==> src/rtl/sh_dac_demux.sv <==
module sh_dac_demux #(
  parameter int DW    = 16,
  parameter int TW    = 12,
  parameter int CNT_W = 8
) (
  input  logic             clk,
  input  logic             rst_n,
  input  logic             ser_clk,
  input  logic             ser_fs,
  input  logic             ser_dat,
  input  logic [CNT_W-1:0] settle_cyc,
  input  logic [CNT_W-1:0] hold_cyc,
  output logic [DW-1:0]    main_data,
  output logic             main_load,
  output logic [TW-1:0]    trim_data,
  output logic             ofs_load,
  output logic             gain_load,
  output logic [15:0]      sw_sel,
  output logic             ref_sel,
  output logic             sh_stb,
  output logic             err
);
  localparam int FW  = DW + 8;
  localparam int BCW = $clog2(FW + 2);
  localparam logic [BCW-1:0] FW_B  = BCW'(FW);
  localparam logic [BCW-1:0] SAT_B = BCW'(FW + 1);

  typedef enum logic [1:0] {S_IDLE, S_LOAD, S_SETTLE, S_HOLD} st_t;

  logic [2:0]       ck_q;
  logic [1:0]       fs_q, dt_q;
  logic             fs_d;
  logic [FW-1:0]    sreg;
  logic [BCW-1:0]   bcnt;
  st_t              state;
  logic [CNT_W-1:0] tmr, hold_r;
  logic [3:0]       chan;
  logic             to_ref;

  wire rise = ck_q[1] & ~ck_q[2];
  wire fend = fs_d & ~fs_q[1];
  wire fok  = fend && (bcnt == FW_B);
  wire [3:0]    f_cmd = sreg[FW-1 -: 4];
  wire [3:0]    f_ch  = sreg[FW-5 -: 4];
  wire [DW-1:0] f_val = sreg[DW-1:0];
  wire          busy  = (state != S_IDLE);
  wire [CNT_W-1:0] hold_m1 = (hold_r == '0) ? '0 : hold_r - 1'b1;

  always_ff @(posedge clk or negedge rst_n) begin
    if (!rst_n) begin
      ck_q <= '0; fs_q <= '0; dt_q <= '0; fs_d <= 1'b0;
    end else begin
      ck_q <= {ck_q[1:0], ser_clk};
      fs_q <= {fs_q[0], ser_fs};
      dt_q <= {dt_q[0], ser_dat};
      fs_d <= fs_q[1];
    end
  end

  always_ff @(posedge clk or negedge rst_n) begin
    if (!rst_n) begin
      sreg <= '0; bcnt <= '0; state <= S_IDLE; tmr <= '0; hold_r <= '0;
      chan <= '0; to_ref <= 1'b0; main_data <= '0; trim_data <= '0;
      ofs_load <= 1'b0; gain_load <= 1'b0; err <= 1'b0;
    end else begin
      ofs_load  <= 1'b0;
      gain_load <= 1'b0;
      if (rise && fs_q[1]) begin
        sreg <= {sreg[FW-2:0], dt_q[1]};
        if (bcnt != SAT_B) bcnt <= bcnt + 1'b1;
      end
      if (fend) bcnt <= '0;

      case (state)
        S_LOAD, S_SETTLE:
          if (tmr == '0) begin
            state <= S_HOLD;
            tmr   <= hold_m1;
          end else begin
            state <= S_SETTLE;
            tmr   <= tmr - 1'b1;
          end
        S_HOLD:
          if (tmr == '0) state <= S_IDLE;
          else           tmr   <= tmr - 1'b1;
        default: ;
      endcase

      if (fok) begin
        case (f_cmd)
          4'h1, 4'h4:
            if (busy) err <= 1'b1;
            else begin
              main_data <= f_val;
              chan      <= f_ch;
              to_ref    <= (f_cmd == 4'h4);
              hold_r    <= hold_cyc;
              tmr       <= settle_cyc;
              state     <= S_LOAD;
            end
          4'h2: begin trim_data <= f_val[TW-1:0]; ofs_load  <= 1'b1; end
          4'h3: begin trim_data <= f_val[TW-1:0]; gain_load <= 1'b1; end
          default: err <= 1'b1;
        endcase
      end
    end
  end

  assign main_load = (state == S_LOAD);
  assign sh_stb    = (state == S_HOLD);
  assign ref_sel   = sh_stb & to_ref;
  assign sw_sel    = (sh_stb && !to_ref) ? (16'b1 << chan) : 16'b0;

  assert_sel_onehot_R10: assert property (@(posedge clk) disable iff (!rst_n)
    $onehot0(sw_sel));
  assert_load_quiet_R10: assert property (@(posedge clk) disable iff (!rst_n)
    main_load |-> (sw_sel == 16'b0 && !ref_sel && !sh_stb));
  assert_load_pulse_R2: assert property (@(posedge clk) disable iff (!rst_n)
    main_load |=> !main_load);
  assert_err_sticky_R6: assert property (@(posedge clk) disable iff (!rst_n)
    err |=> err);
  assert_trim_excl_R5: assert property (@(posedge clk) disable iff (!rst_n)
    !(ofs_load && gain_load));
  assert_ref_excl_R4: assert property (@(posedge clk) disable iff (!rst_n)
    ref_sel |-> (sw_sel == 16'b0));
  assert_data_held_R3: assert property (@(posedge clk) disable iff (!rst_n)
    sh_stb |-> $stable(main_data));
endmodule

==> config.mk <==
export PLATFORM = sky130hd
export DESIGN_NAME = sh_dac_demux
export DESIGN_NICKNAME = d
export VERILOG_FILES = /design/src/rtl/sh_dac_demux.sv
export SDC_FILE = /design/constraint.sdc
export NUM_CORES = 1
export LEC_CHECK = 0
export BUFFER_PORTS_ARGS = -buffer_cell sky130_fd_sc_hd__buf_2
export CORE_MARGIN = 3
export CORE_UTILIZATION = 40
export DETAILED_ROUTE_END_ITERATION = 8
export GPL_TIMING_DRIVEN = 0
export REMOVE_ABC_BUFFERS = 1
export SLEW_MARGIN = 20
export SYNTH_ARGS = -nofsm -noshare
export SYNTH_HDL_FRONTEND = slang
export SYNTH_SLANG_ARGS = --single-unit
export TNS_END_PERCENT = 20
==> constraint.sdc <==
create_clock -name clk -period 5.58 [get_ports clk]
set_input_delay 0.558 -clock clk [delete_from_list [all_inputs] [get_ports clk]]
set_output_delay 0.558 -clock clk [all_outputs]
set_load 0.05 [all_outputs]
==> tab_implementation.tex, run 1 <==
\begin{tabular}{lr}
\hline
Metric & Value \\
\hline
\multicolumn{2}{l}{\textbf{STA}} \\
Final Hold Fails & 0 \\
Time the final worst path needs with I/O delays and setup & 2.775 ns \\
Setup TNS Final & 0 ns \\
Worst Clk Skew & 0.01373 ns \\
Worst slack on hold paths & 0.03487 ns \\
Max-Slew Margin vs Limit & 35.05\% \\
Unrepaired setup endpoints after global routing & false \\
Max frequency & 360.4 MHz \\
Post-route fraction of the period consumed by the critical path & 49.73\% \\
Tightest Pin Transition & 0.9743 ns \\
Setup Viol. Count Final & 0 \\
Final slew viol count & 0 \\
Setup WS post-layout & 2.805 ns \\
\multicolumn{2}{l}{\textbf{Clock network}} \\
CTS root buf & sky130\_fd\_sc\_hd\_\_clkbuf\_8 \\
Clock Sink Count & 91 \\
CTS tree & built \\
Buffer depth of the longest clock path & 2 \\
Resized Gates After CTS & 0 \\
H-tree level count & 3 \\
Number of buffers created by CTS & 9 \\
Clock network latency to the later pin of the worst-skew pair & 0.37 ns \\
Clock-pin transition on the worst setup and hold timing paths & 0.10 ns \\
Buffers inserted by post-CTS timing repair & 0 \\
Hold Buf Count CTS & 0 \\
\multicolumn{2}{l}{\textbf{Setup path}} \\
Data required time at the worst endpoint & 5.02 ns \\
Worst Setup End Kind & output port \\
Maximum fanout along the worst path & 9 \\
Category of the critical setup timing path & flip-flop to output port \\
Crit start category & flip-flop \\
CP Data Arrival Time & 2.22 ns \\
\multicolumn{2}{l}{\textbf{Yosys}} \\
Number of instances in the synthesized netlist & 378 \\
Register area share after synthesis & 54.02\% \\
Library cells used by synthesis & 55 \\
Number of register bits inferred by synthesis & 91 \\
Number of synthesized flops with an enable pin & 0 \\
Post-synthesis cell area & 4215 µm² \\
Share of flip-flops with an asynchronous set or reset & 100.0\% \\
Number of synthesis warnings & 0 \\
Average size of a mapped cell & 11.15 µm² \\
Most frequently used flop master after synthesis & sky130\_fd\_sc\_hd\_\_dfrtp\_1 \\
\multicolumn{2}{l}{\textbf{Power and ir drop}} \\
Final Power & 1.190 mW \\
Pint & 876.3 µW \\
Sequential Power Share & 58.6\% \\
Total net switching power & 313.8 µW \\
Fraction of power spent switching nets & 26.37\% \\
Portion of total power attributed to combinational logic & 4.3\% \\
Power share of the clock group & 37.1\% \\
Largest voltage drop on the vdd net & 0.0001316 V \\
Reported leakage power & 2.575 nW \\
PD cells & 239.5 nW/µm² \\
\multicolumn{2}{l}{\textbf{Floorplanning}} \\
Placement Rows & 36 \\
Number of placed I/O pins & 71 \\
Starting Density & 42.15\% \\
Floorplan die width & 108.7 µm \\
Die height & 108.7 µm \\
Core Footprint & 10000 µm² \\
Die ar. & 11810 µm² \\
\multicolumn{2}{l}{\textbf{Layout}} \\
Final-layout fill cell count & 954 \\
Most common library cell in the layout ignoring fill and taps & sky130\_fd\_sc\_hd\_\_dfrtp\_1 \\
Count of antenna diodes in the layout & 0 \\
Proportion of layout cells with a drive suffix above 1 & 32.46\% \\
Most used cells in the layout excluding fill and tap cells & 91 x sky130\_fd\_sc\_hd\_\_dfrtp\_1, 78 x sky130\_fd\_sc\_hd\_\_nand2\_1, 69 x sky130\_fd\_sc\_hd\_\_buf\_2 \\
Final layout net count & 481 \\
Area Overhead vs Synth & 17.87\% \\
\multicolumn{2}{l}{\textbf{Detailed routing}} \\
Post-DR vias/cell & 5.188 \\
ANT nets after route & 0 \\
Routed vias & 3056 \\
Final routed wirelength across all metal layers & 8558 µm \\
Routed wire length per instance & 14.53 µm \\
Final routed DRC violation total & 0 \\
DR iter-0 viols & 160 \\
Router iterations before antenna repair & 5 \\
\multicolumn{2}{l}{\textbf{Run status}} \\
Outcome & finished clean \\
\multicolumn{2}{l}{\textbf{Place}} \\
Pre-CTS worst setup slack & 3.128 ns \\
Half-perimeter wire length after detailed placement & 5941 µm \\
Placer Congestion & 0.8468 \\
Buffers added on ports & 70 \\
\multicolumn{2}{l}{\textbf{Global route}} \\
Number of antenna violations at the first check in global routing & 0 \\
Largest net degree at the start of global routing & 65 \\
Total grt overflow & 0 \\
Tot GR Track Use & 15.36\% \\
Number of global-route vias before repair & 2978 \\
First-pass GRT wire length & 14320 µm \\
\multicolumn{2}{l}{\textbf{Job}} \\
Maximum Capacitance Violations & 0 \\
\multicolumn{2}{l}{\textbf{Min path}} \\
Worst hold-check path type & input pin to asynchronous set/reset pin \\
\hline
\end{tabular}
worst paths after layout:
check	startpoint	endpoint	slack (ns)	cells past startpoint
setup / recovery	state[0]$_DFF_PN0_	sw_sel[8]	2.81	5
hold / removal	rst_n	tmr[4]$_DFF_PN0_	0.03	1
setup reg to reg	tmr[1]$_DFF_PN0_	tmr[1]$_DFF_PN0_	3.08	6
hold reg to reg	ck_q[0]$_DFF_PN0_	ck_q[1]$_DFF_PN0_	0.36	0
max in group asynchronous	rst_n	main_data[14]$_DFFE_PN0P_	4.95	2
min in group clk	ser_fs	fs_q[0]$_DFF_PN0_	0.30	1
metrics by stage:
stage | area (µm²) | instances | util [%]
6_report | 4969 | 589 | 49.69
5_1_grt | 4969 | 589 | 49.69
3_3_place_gp | 4684 | 570 | 46.85
3_5_place_dp | 4756 | 572 | 47.56
4_1_cts | 4957 | 588 | 49.57
2_1_floorplan | 4168 | 367 | -
worst max-delay path, cell delays in order, from the launching register on:
cell,delay [ns]
sky130_fd_sc_hd__dfrtp_1,0.41
sky130_fd_sc_hd__ha_1,0.38
sky130_fd_sc_hd__nand2b_1,0.13
sky130_fd_sc_hd__or3b_2,0.51
sky130_fd_sc_hd__nor3_1,0.15
sky130_fd_sc_hd__buf_2,0.29
power by group through the flow:
stage          Combinational [mW]  Sequential [mW]  Clock (mW)
2_1_floorplan              0.0235            0.704           0
3_3_place_gp               0.0475            0.709           0
3_5_place_dp               0.0527            0.710           0
4_1_cts                    0.0527            0.697       0.461
5_1_grt                    0.0607            0.701       0.490
6_report                   0.0510            0.697       0.442
routing by layer:
| layer | vias up | part of all wire [%] | GRT usage, % | routed length [µm] |
|---|---|---|---|---|
| met5 | - | 0 | 0 | 0 |
| met4 | 0 | 1.1 | 4.238 | 90 |
| met3 | 9 | 6.7 | 5.269 | 575 |
| met2 | 82 | 48 | 25.15 | 4076 |
| met1 | 1509 | 45 | 19.45 | 3816 |
| li1 | 1456 | - | - | - |
cell usage after synthesis, drive strengths merged (3+ instances only):
master / count / area [µm²]
nor4: 3 / 55.05
mux2: 44 / 495.5
a21oi: 6 / 30.03
nand3b: 6 / 48.80
clkbuf: 7 / 27.52
xor2: 6 / 52.55
o32ai: 4 / 35.03
xnor2: 3 / 26.28
buf: 4 / 20.02
nor3: 8 / 40.04
inv: 12 / 45.04
nand2b: 3 / 18.77
dfrtp: 91 / 2277
nor2: 30 / 112.6
and2: 3 / 18.77
ha: 9 / 112.6
nor3b: 3 / 22.52
o21ai: 3 / 15.01
nand3: 3 / 15.01
nand2: 78 / 292.8
mux2i: 10 / 100.1
layout make-up:
class / instances / area [µm²] / share of cell area [%]
clock buffers: 9 / 123.9 / 2.493
clock inverters: 7 / 77.57 / 1.561
inverters: 12 / 45.04 / 0.9066
multi-input cells: 264 / 1856 / 37.35
flip-flops and latches: 91 / 2277 / 45.83
well taps: 133 / 166.4 / 3.349
repair buffers: 73 / 422.9 / 8.512
cell families after synthesis:
| logic type | synth area share [%] |
|---|---|
| and+or+nand+nor | 18.11 |
| buffers and inverters | 2.196 |
| muxes | 14.13 |
| adders and majority gates | 2.671 |
| DFF | 54.02 |
| AOI/OAI and AO/OA | 7.005 |
| xor gates and xnor gates | 1.870 |
registers in the layout, indices dropped and copies added, names as in the netlist, 2 cells and up:
name and flops:
main_data 16, ck_q 3, state 2, hold_r 8, sreg 24, dt_q 2, trim_data 12, tmr 8
chan 4, bcnt 5, fs_q 2
Power figures use the tool's default switching activity.
==> run 2: changes to the inputs <==
--- a/config.mk
+++ b/config.mk
@@ -5,6 +5,7 @@
 export SDC_FILE = /design/constraint.sdc
 export NUM_CORES = 1
 export LEC_CHECK = 0
+export ABC_AREA = 1
 export BUFFER_PORTS_ARGS = -buffer_cell sky130_fd_sc_hd__buf_2
 export CORE_MARGIN = 3
 export CORE_UTILIZATION = 40
==> constraint.sdc (replaced) <==
create_clock -name clk -period 2.3 [get_ports clk]
set_input_delay 0.23 -clock clk [delete_from_list [all_inputs] [get_ports clk]]
set_output_delay 0.23 -clock clk [all_outputs]
set_load 0.05 [all_outputs]
==> run 2 against run 1 <==
- cell area is 3.9% higher
- die area is 5.3% higher
- via count is 15% higher
- global-route usage is 0.32 points higher
- critical path depth is 1 higher
- total power is 150% higher
- sequential cell count stayed put
- worst hold slack better by 0.075 ns
- combinational power grew to 4.4 times the previous value
- register-to-register slack worse by 2.7 ns
- sequential power is 140% higher
==> tab_implementation.tex, run 2 <==
\begin{tabular}{lr}
\hline
Metric & Value \\
\hline
\multicolumn{2}{l}{\textbf{Run status}} \\
Outcome & finished clean \\
\multicolumn{2}{l}{\textbf{Layout}} \\
Register with the most flip-flops & sreg \\
Most used cells in the layout excluding fill and tap cells & 121 x sky130\_fd\_sc\_hd\_\_nand2\_1, 91 x sky130\_fd\_sc\_hd\_\_dfrtp\_1, 65 x sky130\_fd\_sc\_hd\_\_buf\_2 \\
Count of antenna diodes in the layout & 0 \\
Final Non-Filler Cells & 708 \\
Number of flip-flops under the largest register name & 24 \\
Area Overhead vs Synth & 15.97\% \\
Proportion of layout cells with a drive suffix above 1 & 27.80\% \\
Most common library cell in the layout ignoring fill and taps & sky130\_fd\_sc\_hd\_\_nand2\_1 \\
Final layout net count & 597 \\
Biggest registers after layout & sreg (24), main\_data (16), trim\_data (12) \\
\multicolumn{2}{l}{\textbf{Clock network}} \\
H-tree level count & 3 \\
Buffers inserted by post-CTS timing repair & 0 \\
Number of buffers created by CTS & 9 \\
Clock-pin transition on the worst setup and hold timing paths & 0.10 ns \\
CTS tree & built \\
Clock Sink Count & 91 \\
Clock network latency to the later pin of the worst-skew pair & 0.35 ns \\
Buffer depth of the longest clock path & 2 \\
CTS root buf & sky130\_fd\_sc\_hd\_\_clkbuf\_8 \\
\multicolumn{2}{l}{\textbf{Detailed routing}} \\
Final routed DRC violation total & 0 \\
DR iter-0 viols & 177 \\
Router iterations before antenna repair & 6 \\
Final routed wirelength across all metal layers & 9446 µm \\
Routed wire length per instance & 13.34 µm \\
Post-DR vias/cell & 4.955 \\
Routed vias & 3508 \\
ANT nets after route & 0 \\
\multicolumn{2}{l}{\textbf{STA}} \\
Time the final worst path needs with I/O delays and setup & 2.110 ns \\
Tightest Pin Transition & 0.5667 ns \\
Final slew viol count & 0 \\
Setup Viol. Count Final & 0 \\
Max frequency & 474.0 MHz \\
Post-route fraction of the period consumed by the critical path & 91.72\% \\
Worst Clk Skew & 0.008893 ns \\
Setup WS post-layout & 0.1904 ns \\
Max-Slew Margin vs Limit & 62.22\% \\
Unrepaired setup endpoints after global routing & true \\
Final Hold Fails & 0 \\
\multicolumn{2}{l}{\textbf{Yosys}} \\
Share of flip-flops with an asynchronous set or reset & 100.0\% \\
Register area share after synthesis & 51.17\% \\
Number of register bits inferred by synthesis & 91 \\
Most numerous cell types in the synthesized netlist & 121 x sky130\_fd\_sc\_hd\_\_nand2\_1, 91 x sky130\_fd\_sc\_hd\_\_dfrtp\_1, 61 x sky130\_fd\_sc\_hd\_\_inv\_1 \\
Area share of the largest cell type after synthesis & 51.17\% \\
Most frequently used flop master after synthesis & sky130\_fd\_sc\_hd\_\_dfrtp\_1 \\
Number of synthesized flops with an enable pin & 0 \\
Synth area leaders & sky130\_fd\_sc\_hd\_\_dfrtp\_1 51\%, sky130\_fd\_sc\_hd\_\_nand2\_1 10\%, sky130\_fd\_sc\_hd\_\_o21ai\_2 5.5\% \\
Number of instances in the synthesized netlist & 494 \\
Post-synthesis cell area & 4451 µm² \\
Number of synthesis warnings & 0 \\
Post-synth top area cell & sky130\_fd\_sc\_hd\_\_dfrtp\_1 \\
Average size of a mapped cell & 9.009 µm² \\
Library cells used by synthesis & 32 \\
Most frequent cell after synthesis & sky130\_fd\_sc\_hd\_\_nand2\_1 \\
\multicolumn{2}{l}{\textbf{Place}} \\
Half-perimeter wire length after detailed placement & 6352 µm \\
Placer Congestion & 0.9006 \\
Pre-CTS worst setup slack & -0.1452 ns \\
Placed Instances & 687 \\
Buffers added on ports & 70 \\
\multicolumn{2}{l}{\textbf{Floorplanning}} \\
Number of placed I/O pins & 71 \\
Starting Density & 42.16\% \\
Floorplan die width & 111.5 µm \\
Die height & 111.5 µm \\
Core Footprint & 10560 µm² \\
Placement Rows & 37 \\
Die ar. & 12430 µm² \\
\multicolumn{2}{l}{\textbf{Setup path}} \\
Data required time at the worst endpoint & 2.07 ns \\
Maximum fanout along the worst path & 8 \\
CP Data Arrival Time & 1.88 ns \\
Worst Setup End Kind & output port \\
Crit start category & flip-flop \\
Category of the critical setup timing path & flip-flop to output port \\
\multicolumn{2}{l}{\textbf{Job}} \\
Maximum Capacitance Violations & 0 \\
\multicolumn{2}{l}{\textbf{Global route}} \\
Largest net degree at the start of global routing & 81 \\
Number of antenna violations at the first check in global routing & 0 \\
Tot GR Track Use & 15.68\% \\
Number of global-route vias before repair & 3442 \\
First-pass GRT wire length & 16080 µm \\
Total grt overflow & 0 \\
\multicolumn{2}{l}{\textbf{Min path}} \\
Worst hold-check path type & input pin to flip-flop \\
\multicolumn{2}{l}{\textbf{Power and ir drop}} \\
Reported leakage power & 2.489 nW \\
Largest voltage drop on the vdd net & 0.0003099 V \\
PD cells & 565.4 nW/µm² \\
\hline
\end{tabular}
[run 2: changes by cell type after synthesis, moves of 25 or more]
cell,delta
sky130_fd_sc_hd__inv_1,+49
sky130_fd_sc_hd__mux2_2,-44
sky130_fd_sc_hd__nand2_1,+43
sky130_fd_sc_hd__nand3_1,+25
sky130_fd_sc_hd__o21ai_0,+34
sky130_fd_sc_hd__o21ai_2,+28
[run 2: report_power, final]
group          switching (mW)  leakage, nW  internal [mW]
Sequential             0.0408         1.19           1.66
Clock                   0.587       0.0848          0.405
Combinational           0.155         1.22         0.0708
[run 2: logic make-up (layout without fill, tap and decap cells)]
family | after synthesis | count (layout) | synth area share, %
AND/OR/NAND/NOR | 215 | 216 | 22.01
AO/OA/AOI/OAI | 95 | 95 | 14.93
flip-flops | 91 | 91 | 51.17
buffers and inverters | 78 | 155 | 8.181
adder cells (fa/ha/maj) | 9 | 9 | 2.530
XOR/XNOR | 6 | 6 | 1.181
[run 2: what timing repair did]
action	4_1_cts	5_1_grt
setup endpoints to repair	31	39
hold buffers	4	0
gates cloned	1	0
pin swaps	0	0
gates resized for setup	1	6
hold endpoints to repair	38	0
[run 2: final cells by class]
cell class / instances / area [µm²]
well taps: 136 / 170.2
inverters: 63 / 236.5
clock inverters: 6 / 48.80
fillers: 1066 / 5394
clock buffers: 10 / 127.6
multi-input cells: 326 / 1839
repair buffers: 76 / 461.7
flip-flops and latches: 91 / 2277
[run 2: per-layer routing]
layer  vias up  track usage [%]  wire [µm]
li1       1719                -          -
met1      1688            20.10       4102
met2        91            26.46       4760
met3        10            4.511        482
met4         0            3.569        101
met5         -                0          0
[run 2: worst paths after layout]
| kind | startpoint | end | slack, ns | depth (start not counted) |
|---|---|---|---|---|
| setup / recovery | state[0]$_DFF_PN0_ | sw_sel[6] | 0.19 | 6 |
| hold / removal | hold_cyc[3] | hold_r[3]$_DFFE_PN0P_ | 0.11 | 3 |
| setup reg to reg | bcnt[0]$_DFFE_PN0P_ | chan[0]$_DFFE_PN0P_ | 0.39 | 7 |
| hold reg to reg | fs_q[0]$_DFF_PN0_ | fs_q[1]$_DFF_PN0_ | 0.36 | 0 |
| max in group asynchronous | rst_n | trim_data[11]$_DFFE_PN0P_ | 1.45 | 3 |
| min in group asynchronous | rst_n | tmr[7]$_DFF_PN0_ | 0.25 | 2 |
[run 2: through the flow]
step           instance area [µm²]  power [mW]  setup TNS (ns)  hold slack [ns]  utilization (%)
2_1_floorplan                 4323       1.854         -0.8180         -0.06559                -
3_3_place_gp                  4843       1.935          -19.56           0.3316            45.89
6_report                      5161       2.918               0           0.1100            48.90
5_1_grt                       5161       3.084        -0.06976          0.09040            48.90
3_5_place_dp                  4912       1.954          -2.976          0.06247            46.54
4_1_cts                       5146       2.970               0          0.09648            48.76
[run 2: critical path, stage by stage (launching register included)]
cell and delay [ns]:
sky130_fd_sc_hd__dfrtp_1 0.41, sky130_fd_sc_hd__ha_2 0.27, sky130_fd_sc_hd__inv_1 0.09, sky130_fd_sc_hd__nor2_1 0.15, sky130_fd_sc_hd__nand2_1 0.20, sky130_fd_sc_hd__nor2_1 0.14
sky130_fd_sc_hd__buf_2 0.27
